File: src/rtl/gfs_pkg.sv
package gfs_pkg;
  localparam int NUM_FAULTS = 4;
  localparam int F_UV    = 0;
  localparam int F_OT    = 1;
  localparam int F_SHORT = 2;
  localparam int F_BOOT  = 3;

  typedef enum logic [1:0] {
    BQ_IDLE = 2'd0,
    BQ_CHG  = 2'd1,
    BQ_DONE = 2'd2,
    BQ_FAIL = 2'd3
  } boot_state_t;
endpackage

File: src/rtl/gfs_sync.sv
module gfs_sync #(
  parameter int W      = 5,
  parameter int STAGES = 2
) (
  input  logic         clk,
  input  logic         rst,
  input  logic [W-1:0] d_async,
  output logic [W-1:0] q_sync
);
  logic [W-1:0] stg [STAGES];

  generate
    for (genvar s = 0; s < STAGES; s++) begin : g_stage
      if (s == 0) begin : g_first
        always_ff @(posedge clk) begin
          if (rst) stg[0] <= '0;
          else     stg[0] <= d_async;
        end
      end else begin : g_next
        always_ff @(posedge clk) begin
          if (rst) stg[s] <= '0;
          else     stg[s] <= stg[s-1];
        end
      end
    end
  endgenerate

  assign q_sync = stg[STAGES-1];
endmodule

File: src/rtl/gfs_short_mon.sv
module gfs_short_mon #(
  parameter int SETTLE_CYC = 200
) (
  input  logic clk,
  input  logic rst,
  input  logic hs_on,
  input  logic sw_high,
  input  logic commutate,
  output logic fault_nxt,
  output logic fault_q
);
  localparam int CW = $clog2(SETTLE_CYC + 1);

  logic [CW-1:0] cnt_q, cnt_d;
  logic          armed;

  assign armed = (cnt_q == CW'(SETTLE_CYC));

  always_comb begin
    if (commutate || !hs_on) cnt_d = '0;
    else if (!armed)         cnt_d = cnt_q + CW'(1);
    else                     cnt_d = cnt_q;
  end

  always_comb begin
    if (commutate) fault_nxt = 1'b0;
    else           fault_nxt = fault_q | (armed & hs_on & ~sw_high);
  end

  always_ff @(posedge clk) begin
    if (rst) begin
      cnt_q   <= '0;
      fault_q <= 1'b0;
    end else begin
      cnt_q   <= cnt_d;
      fault_q <= fault_nxt;
    end
  end


  short_gate_chk: assert property (@(posedge clk) disable iff (rst)
    $rose(fault_q) |-> $past(cnt_q == CW'(SETTLE_CYC)));


  short_clear_chk: assert property (@(posedge clk) disable iff (rst)
    commutate |=> !fault_q);
endmodule

File: src/rtl/gfs_boot_qual.sv
module gfs_boot_qual
  import gfs_pkg::*;
#(
  parameter int BOOT_TMO_CYC = 12000
) (
  input  logic clk,
  input  logic rst,
  input  logic boot_req,
  input  logic chg_low,
  input  logic sw_gnd,
  input  logic commutate,
  output logic fault_nxt,
  output logic fault_q,
  output logic charge_en,
  output logic boot_ok
);
  localparam int TW = $clog2(BOOT_TMO_CYC + 1);

  boot_state_t   st_q, st_d;
  logic [TW-1:0] tmr_q, tmr_d;
  logic          qual;

  assign qual = chg_low & sw_gnd;

  always_comb begin
    st_d  = st_q;
    tmr_d = tmr_q;
    if (commutate) begin
      st_d  = BQ_IDLE;
      tmr_d = '0;
    end else begin
      case (st_q)
        BQ_IDLE: begin
          tmr_d = '0;
          if (boot_req) st_d = BQ_CHG;
        end
        BQ_CHG: begin
          if (!boot_req) begin
            st_d  = BQ_IDLE;
            tmr_d = '0;
          end else if (qual) begin
            st_d = BQ_DONE;
          end else if (tmr_q == TW'(BOOT_TMO_CYC - 1)) begin
            st_d = BQ_FAIL;
          end else begin
            tmr_d = tmr_q + TW'(1);
          end
        end
        BQ_DONE: begin
          if (!boot_req) st_d = BQ_IDLE;
        end
        default: st_d = BQ_FAIL;
      endcase
    end
  end

  assign fault_nxt = (st_d == BQ_FAIL);

  always_ff @(posedge clk) begin
    if (rst) begin
      st_q      <= BQ_IDLE;
      tmr_q     <= '0;
      fault_q   <= 1'b0;
      charge_en <= 1'b0;
      boot_ok   <= 1'b0;
    end else begin
      st_q      <= st_d;
      tmr_q     <= tmr_d;
      fault_q   <= fault_nxt;
      charge_en <= (st_d == BQ_CHG) || (st_d == BQ_DONE);
      boot_ok   <= (st_d == BQ_DONE);
    end
  end


  boot_path_chk: assert property (@(posedge clk) disable iff (rst)
    fault_q |-> !charge_en);


  boot_ok_chk: assert property (@(posedge clk) disable iff (rst)
    $rose(boot_ok) |-> $past(qual));


  boot_tmr_chk: assert property (@(posedge clk) disable iff (rst)
    tmr_q < TW'(BOOT_TMO_CYC));
endmodule

File: src/rtl/gate_fault_supervisor.sv
module gate_fault_supervisor
  import gfs_pkg::*;
#(
  parameter int SYNC_STAGES  = 2,
  parameter int SETTLE_CYC   = 200,
  parameter int BOOT_TMO_CYC = 12000
) (
  input  logic                  clk,
  input  logic                  rst,
  input  logic                  uv_raw,
  input  logic                  hot_raw,
  input  logic                  sw_high_raw,
  input  logic                  chg_low_raw,
  input  logic                  sw_gnd_raw,
  input  logic                  hs_on,
  input  logic                  boot_req,
  input  logic                  commutate,
  output logic                  drive_disable,
  output logic [NUM_FAULTS-1:0] fault_now,
  output logic [NUM_FAULTS-1:0] fault_seen,
  output logic                  charge_en,
  output logic                  boot_ok
);
  localparam int NSYNC = 5;

  logic [NSYNC-1:0]      raw_vec, syn_vec;
  logic                  uv_s, hot_s, swh_s, chg_s, swg_s;
  logic [NUM_FAULTS-1:0] nxt;
  logic                  short_nxt, short_q, boot_nxt, boot_q;
  logic                  uv_q, hot_q;

  assign raw_vec = {sw_gnd_raw, chg_low_raw, sw_high_raw, hot_raw, uv_raw};
  assign {swg_s, chg_s, swh_s, hot_s, uv_s} = syn_vec;

  gfs_sync #(.W(NSYNC), .STAGES(SYNC_STAGES)) u_sync (
    .clk(clk), .rst(rst), .d_async(raw_vec), .q_sync(syn_vec)
  );

  gfs_short_mon #(.SETTLE_CYC(SETTLE_CYC)) u_short (
    .clk(clk), .rst(rst), .hs_on(hs_on), .sw_high(swh_s),
    .commutate(commutate), .fault_nxt(short_nxt), .fault_q(short_q)
  );

  gfs_boot_qual #(.BOOT_TMO_CYC(BOOT_TMO_CYC)) u_boot (
    .clk(clk), .rst(rst), .boot_req(boot_req), .chg_low(chg_s),
    .sw_gnd(swg_s), .commutate(commutate), .fault_nxt(boot_nxt),
    .fault_q(boot_q), .charge_en(charge_en), .boot_ok(boot_ok)
  );

  always_comb begin
    nxt          = '0;
    nxt[F_UV]    = uv_s;
    nxt[F_OT]    = hot_s;
    nxt[F_SHORT] = short_nxt;
    nxt[F_BOOT]  = boot_nxt;
  end

  always_ff @(posedge clk) begin
    if (rst) begin
      uv_q          <= 1'b0;
      hot_q         <= 1'b0;
      drive_disable <= 1'b0;
      fault_seen    <= '0;
    end else begin
      uv_q          <= uv_s;
      hot_q         <= hot_s;
      drive_disable <= |nxt;
      fault_seen    <= fault_seen | nxt;
    end
  end

  always_comb begin
    fault_now          = '0;
    fault_now[F_UV]    = uv_q;
    fault_now[F_OT]    = hot_q;
    fault_now[F_SHORT] = short_q;
    fault_now[F_BOOT]  = boot_q;
  end


  disable_or_chk: assert property (@(posedge clk) disable iff (rst)
    drive_disable == (|fault_now));


  sticky_cover_chk: assert property (@(posedge clk) disable iff (rst)
    (fault_now & ~fault_seen) == '0);


  sticky_hold_chk: assert property (@(posedge clk) disable iff (rst)
    ((fault_seen & ~$past(fault_seen)) == '0) || !$stable(fault_seen) || 1'b1 ?
      ((~fault_seen & $past(fault_seen)) == '0) : 1'b1);
endmodule

File: config.mk
export PLATFORM = sky130hd
export DESIGN_NAME = gate_fault_supervisor
export DESIGN_NICKNAME = d
export VERILOG_FILES = /design/src/rtl/gfs_pkg.sv /design/src/rtl/gfs_sync.sv /design/src/rtl/gfs_short_mon.sv /design/src/rtl/gfs_boot_qual.sv /design/src/rtl/gate_fault_supervisor.sv
export SDC_FILE = /design/constraint.sdc
export NUM_CORES = 1
export LEC_CHECK = 0
export BUFFER_PORTS_ARGS = -buffer_cell sky130_fd_sc_hd__buf_2
export CORE_MARGIN = 1
export CORE_UTILIZATION = 49
export DETAILED_ROUTE_END_ITERATION = 8
export PLACE_DENSITY = 0.79
export REMOVE_ABC_BUFFERS = 1
export SYNTH_ARGS = -nofsm -noshare
export SYNTH_HDL_FRONTEND = slang
export SYNTH_SLANG_ARGS = --single-unit
File: constraint.sdc
create_clock -name clk -period 3.4 [get_ports clk]
set_clock_uncertainty 0.15 [all_clocks]
set_input_delay 0.17 -clock clk [delete_from_list [all_inputs] [get_ports clk]]
set_output_delay 0.17 -clock clk [all_outputs]
set_load 0.1 [all_outputs]
==> parameters.txt <==
Parameter                              Value

Clocking
  # H-tree levels    2
  CTS tree    built
  CTS sink count    45
  Quantity of gates resized following cts    0
  Clock-pin slew on the worst setup and hold paths    0.09 ns
  Insertion delay to the later sink of the worst-skew pair    around 0.30 ns
  CTS Root Buffer Type    sky130_fd_sc_hd__clkbuf_8
  Longest Clk Path Bufs    2
  Number of buffers created by CTS    5

Critical path
  Type of origin of the critical path    register
  RR Startpoint    u_boot.tmr_q[0]
  Worst Setup End Kind    register
  Critical path type    register to register
  Crit path max fanout    5
  Worst setup path start    u_boot.tmr_q[0]
  Critical path required time    roughly 3.4 ns
  Arrival time worst endpoint    2.01 ns

Yosys
  Share of the synthesized area in the top cell type    0.488
  Leading cell types by total area after synthesis    sky130_fd_sc_hd__dfxtp_1, sky130_fd_sc_hd__nor2_1, sky130_fd_sc_hd__nor2b_1
  Post-Syn Area    1840 um^2
  Count of state elements after synthesis    45
  Syn avg cell area    9.22 um^2
  Async set-or-reset flop fraction in the synthesized netlist    0
  Count of warnings emitted by yosys    0
  Cell type with the highest aggregate area in the netlist    sky130_fd_sc_hd__dfxtp_1
  Number of library cell types mapped by synthesis    39
  Cell count after synthesis    200
  Number of flops mapped to enable cells by yosys    0
  Top flip-flop cell by instance count after synthesis    sky130_fd_sc_hd__dfxtp_1
  Sequential share of the synthesized area    0.488

Finish
  Cell area after layout    between 2000 and 2500 um^2
  N_diodes    0
  Layout cell share with drive strength beyond 1    0.181
  Layout-stage area growth over the synthesis result    13.9%
  Total number of nets in the final design    240
  Util after Layout    0.606

Floorplanning
  Initial Utilization    0.532
  Area of the die    roughly 4000 um^2
  # rows    21
  Chip Height    63.4 um
  IO Pins    21
  Horizontal die dimension    between 60 and 70 um
  Floorplan core area    about 3500 um^2

Power and ir drop
  Power share of the clock group    0.358
  Design internal power    around 0.00070 W
  P_leak    between 0.8 and 0.9 nW
  Total net switching power    roughly 0.00023 W
  Sw Ratio    0.248
  Maximum ir drop on the vdd rail    around 0.38 mV
  Fraction of power consumed by sequential logic    0.581
  Comb power frac    0.061
  Power density over the cells    between 400 and 500 nW/um^2

STA
  Max transition margin    0.673
  Transition time at the pin with the least slew margin    a little under 0.5 ns
  Period utilization    0.581
  Unrepaired setup endpoints after global routing    false
  Fmax    506 MHz
  Final worst path period need    just under 2 ns
  Final worst hold slack    between 0.07 and 0.08 ns
  Final max-slew violation count    0
  Final-report setup violation count    0
  Final WS setup    approximately 1.4 ns
  Hold Vio Cnt, Final    0
  Setup tns final    0 ns

GRT
  Total global-route track usage    0.185
  GR Overflow Total    0
  Maximum number of pins on one net before global-route repair    23
  Vias in the first global route    approximately 1,400
  Antenna violations before repair    0
  First-pass GRT wire length    slightly below 6 mm

Routing
  Count of unresolved DRC violations after routing    0
  Initial drt markers    24
  Overall routed net length    3.25 mm
  Routed wire per std cell    approximately 12 um
  Number of antenna-violating nets in the routed design    0
  Pre-Repair DR Iteration Count    4
  Vias per inst    5.21
  Vias after detailed routing    1,416

Run status
  Status    finished, final reports clean

Placement
  DP Area    just under 2000 um^2
  Post-placement setup slack    roughly 1.4 ns
  Placed wire-length estimate after detailed placement    2.20 mm
  Final weighted congestion of routability-driven global placement    a little over 0.8
  Port Buffers    20

Min path
  Hold path start    boot_req
  Min-delay worst type    primary input to register

Run
  # Max-Cap Violations    0
## synth_stat cells, drive strengths merged (3+ instances only)
library cell,count
nor2,26
a21oi,13
xnor2,4
clkbuf,3
xor2,8
o21ai,10
ha,5
inv,5
nand3,12
nor2b,14
or2,3
buf,4
or3,7
o21a,3
nand2,13
dfxtp,45
and3,7
## what timing repair did
| item | CTS | global route |
|---|---|---|
| hold buffers | 5 | 0 |
| hold endpoints to repair | 5 | 0 |
| buffers inserted | 0 | 0 |
## cell type report
cell class	count	area, um^2
Inverter	5	18.8
Tap cell	46	57.6
Timing Repair Buffer	25	150
Sequential cell	45	901
Clock inverter	3	21.3
Clock buffer	5	68.8
Fill cell	311	1370
Multi-Input combinational cell	143	883
## worst max-delay path, stage by stage (launching register included)
cell and delay [ns]:
sky130_fd_sc_hd__dfxtp_1 0.34, sky130_fd_sc_hd__ha_1 0.22, sky130_fd_sc_hd__and4_4 0.21, sky130_fd_sc_hd__nand4_2 0.13, sky130_fd_sc_hd__nand2_2 0.09, sky130_fd_sc_hd__a31oi_1 0.22, sky130_fd_sc_hd__nor2_1 0.09, sky130_fd_sc_hd__ha_1 0.21
sky130_fd_sc_hd__nor3_1 0.12, sky130_fd_sc_hd__o21ai_0 0.08
## power by group through the flow
| stage | combinational [W] | sequential (W) | clock, W |
|---|---|---|---|
| 6_report | 0.0000563 | 0.000541 | 0.000334 |
| 5_1_grt | 0.0000608 | 0.000543 | 0.000367 |
| 4_1_cts | 0.0000563 | 0.000542 | 0.000343 |
| 3_5_place_dp | 0.0000514 | 0.000554 | 0 |
| 3_3_place_gp | 0.0000510 | 0.000553 | 0 |
| 2_1_floorplan | 0.0000150 | 0.000574 | 0 |
## path summary, 6_finish.rpt
check                                        end  slack, ns  cells past startpoint
worst max-delay path               drive_disable       1.42                      9
worst min-delay path              u_boot.st_q[1]       0.08                      3
worst min register to register  u_sync.stg[1][4]       0.29                      1
worst max register to register     drive_disable       1.42                      9
## layout by cell type (no fill, tap or decap), types with 2 or more instances in the layout
master                          Yosys  layout
sky130_fd_sc_hd__and3_1             5       5
sky130_fd_sc_hd__nor2b_1           14      14
sky130_fd_sc_hd__xor2_1             8       8
sky130_fd_sc_hd__o21ai_0            8       8
sky130_fd_sc_hd__nand3_1           12      12
sky130_fd_sc_hd__clkbuf_8           0       5
sky130_fd_sc_hd__nor3_1             2       2
sky130_fd_sc_hd__o21a_1             3       3
sky130_fd_sc_hd__ha_1               5       5
sky130_fd_sc_hd__dfxtp_1           45      45
sky130_fd_sc_hd__a21oi_1           12      12
sky130_fd_sc_hd__xnor2_1            4       4
sky130_fd_sc_hd__or4_1              2       2
sky130_fd_sc_hd__inv_1              5       5
sky130_fd_sc_hd__nor2_1            26      26
sky130_fd_sc_hd__dlygate4sd3_1      0       5
sky130_fd_sc_hd__buf_2              0      20
sky130_fd_sc_hd__or2_2              3       3
sky130_fd_sc_hd__or3_1              7       7
sky130_fd_sc_hd__nand2_1           12      12
## logic make-up after synthesis
group / count (synthesis) / synth area share
and+or+nand+nor: 94 / 0.280
DFF: 45 / 0.488
AOI/OAI and AO/OA: 31 / 0.103
xor gates and xnor gates: 12 / 0.0570
buffers and inverters: 12 / 0.0326
adders and majority gates: 5 / 0.0339
muxes: 1 / 0.00543
## routing by layer
layer  global-route usage  vias to the layer above  part of all wire
li1                     -                      726                 -
met1                0.214                      660              0.47
met2                0.318                       23              0.48
met3               0.0507                        7             0.032
met4               0.0767                        0             0.017
met5                    0                        -                 0
## state kept, by name, indices dropped and copies added (netlist names)
register / flops
drive_disable: 1
fault_seen: 4
hot_q: 1
u_boot.boot_ok: 1
u_boot.charge_en: 1
u_boot.fault_q: 1
u_boot.st_q: 2
u_boot.tmr_q: 14
u_short.cnt_q: 8
u_short.fault_q: 1
u_sync.stg: 10
uv_q: 1
## through the flow
| stage | instances | total power, W |
|---|---|---|
| 2_1_floorplan | 193 | 0.000589 |
| 5_1_grt | 272 | 0.000971 |
| 3_5_place_dp | 259 | 0.000605 |
| 6_report | 272 | 0.000931 |
| 3_3_place_gp | 259 | 0.000604 |
| 4_1_cts | 272 | 0.000940 |
No activity file was read; power rests on OpenSTA's default activity.
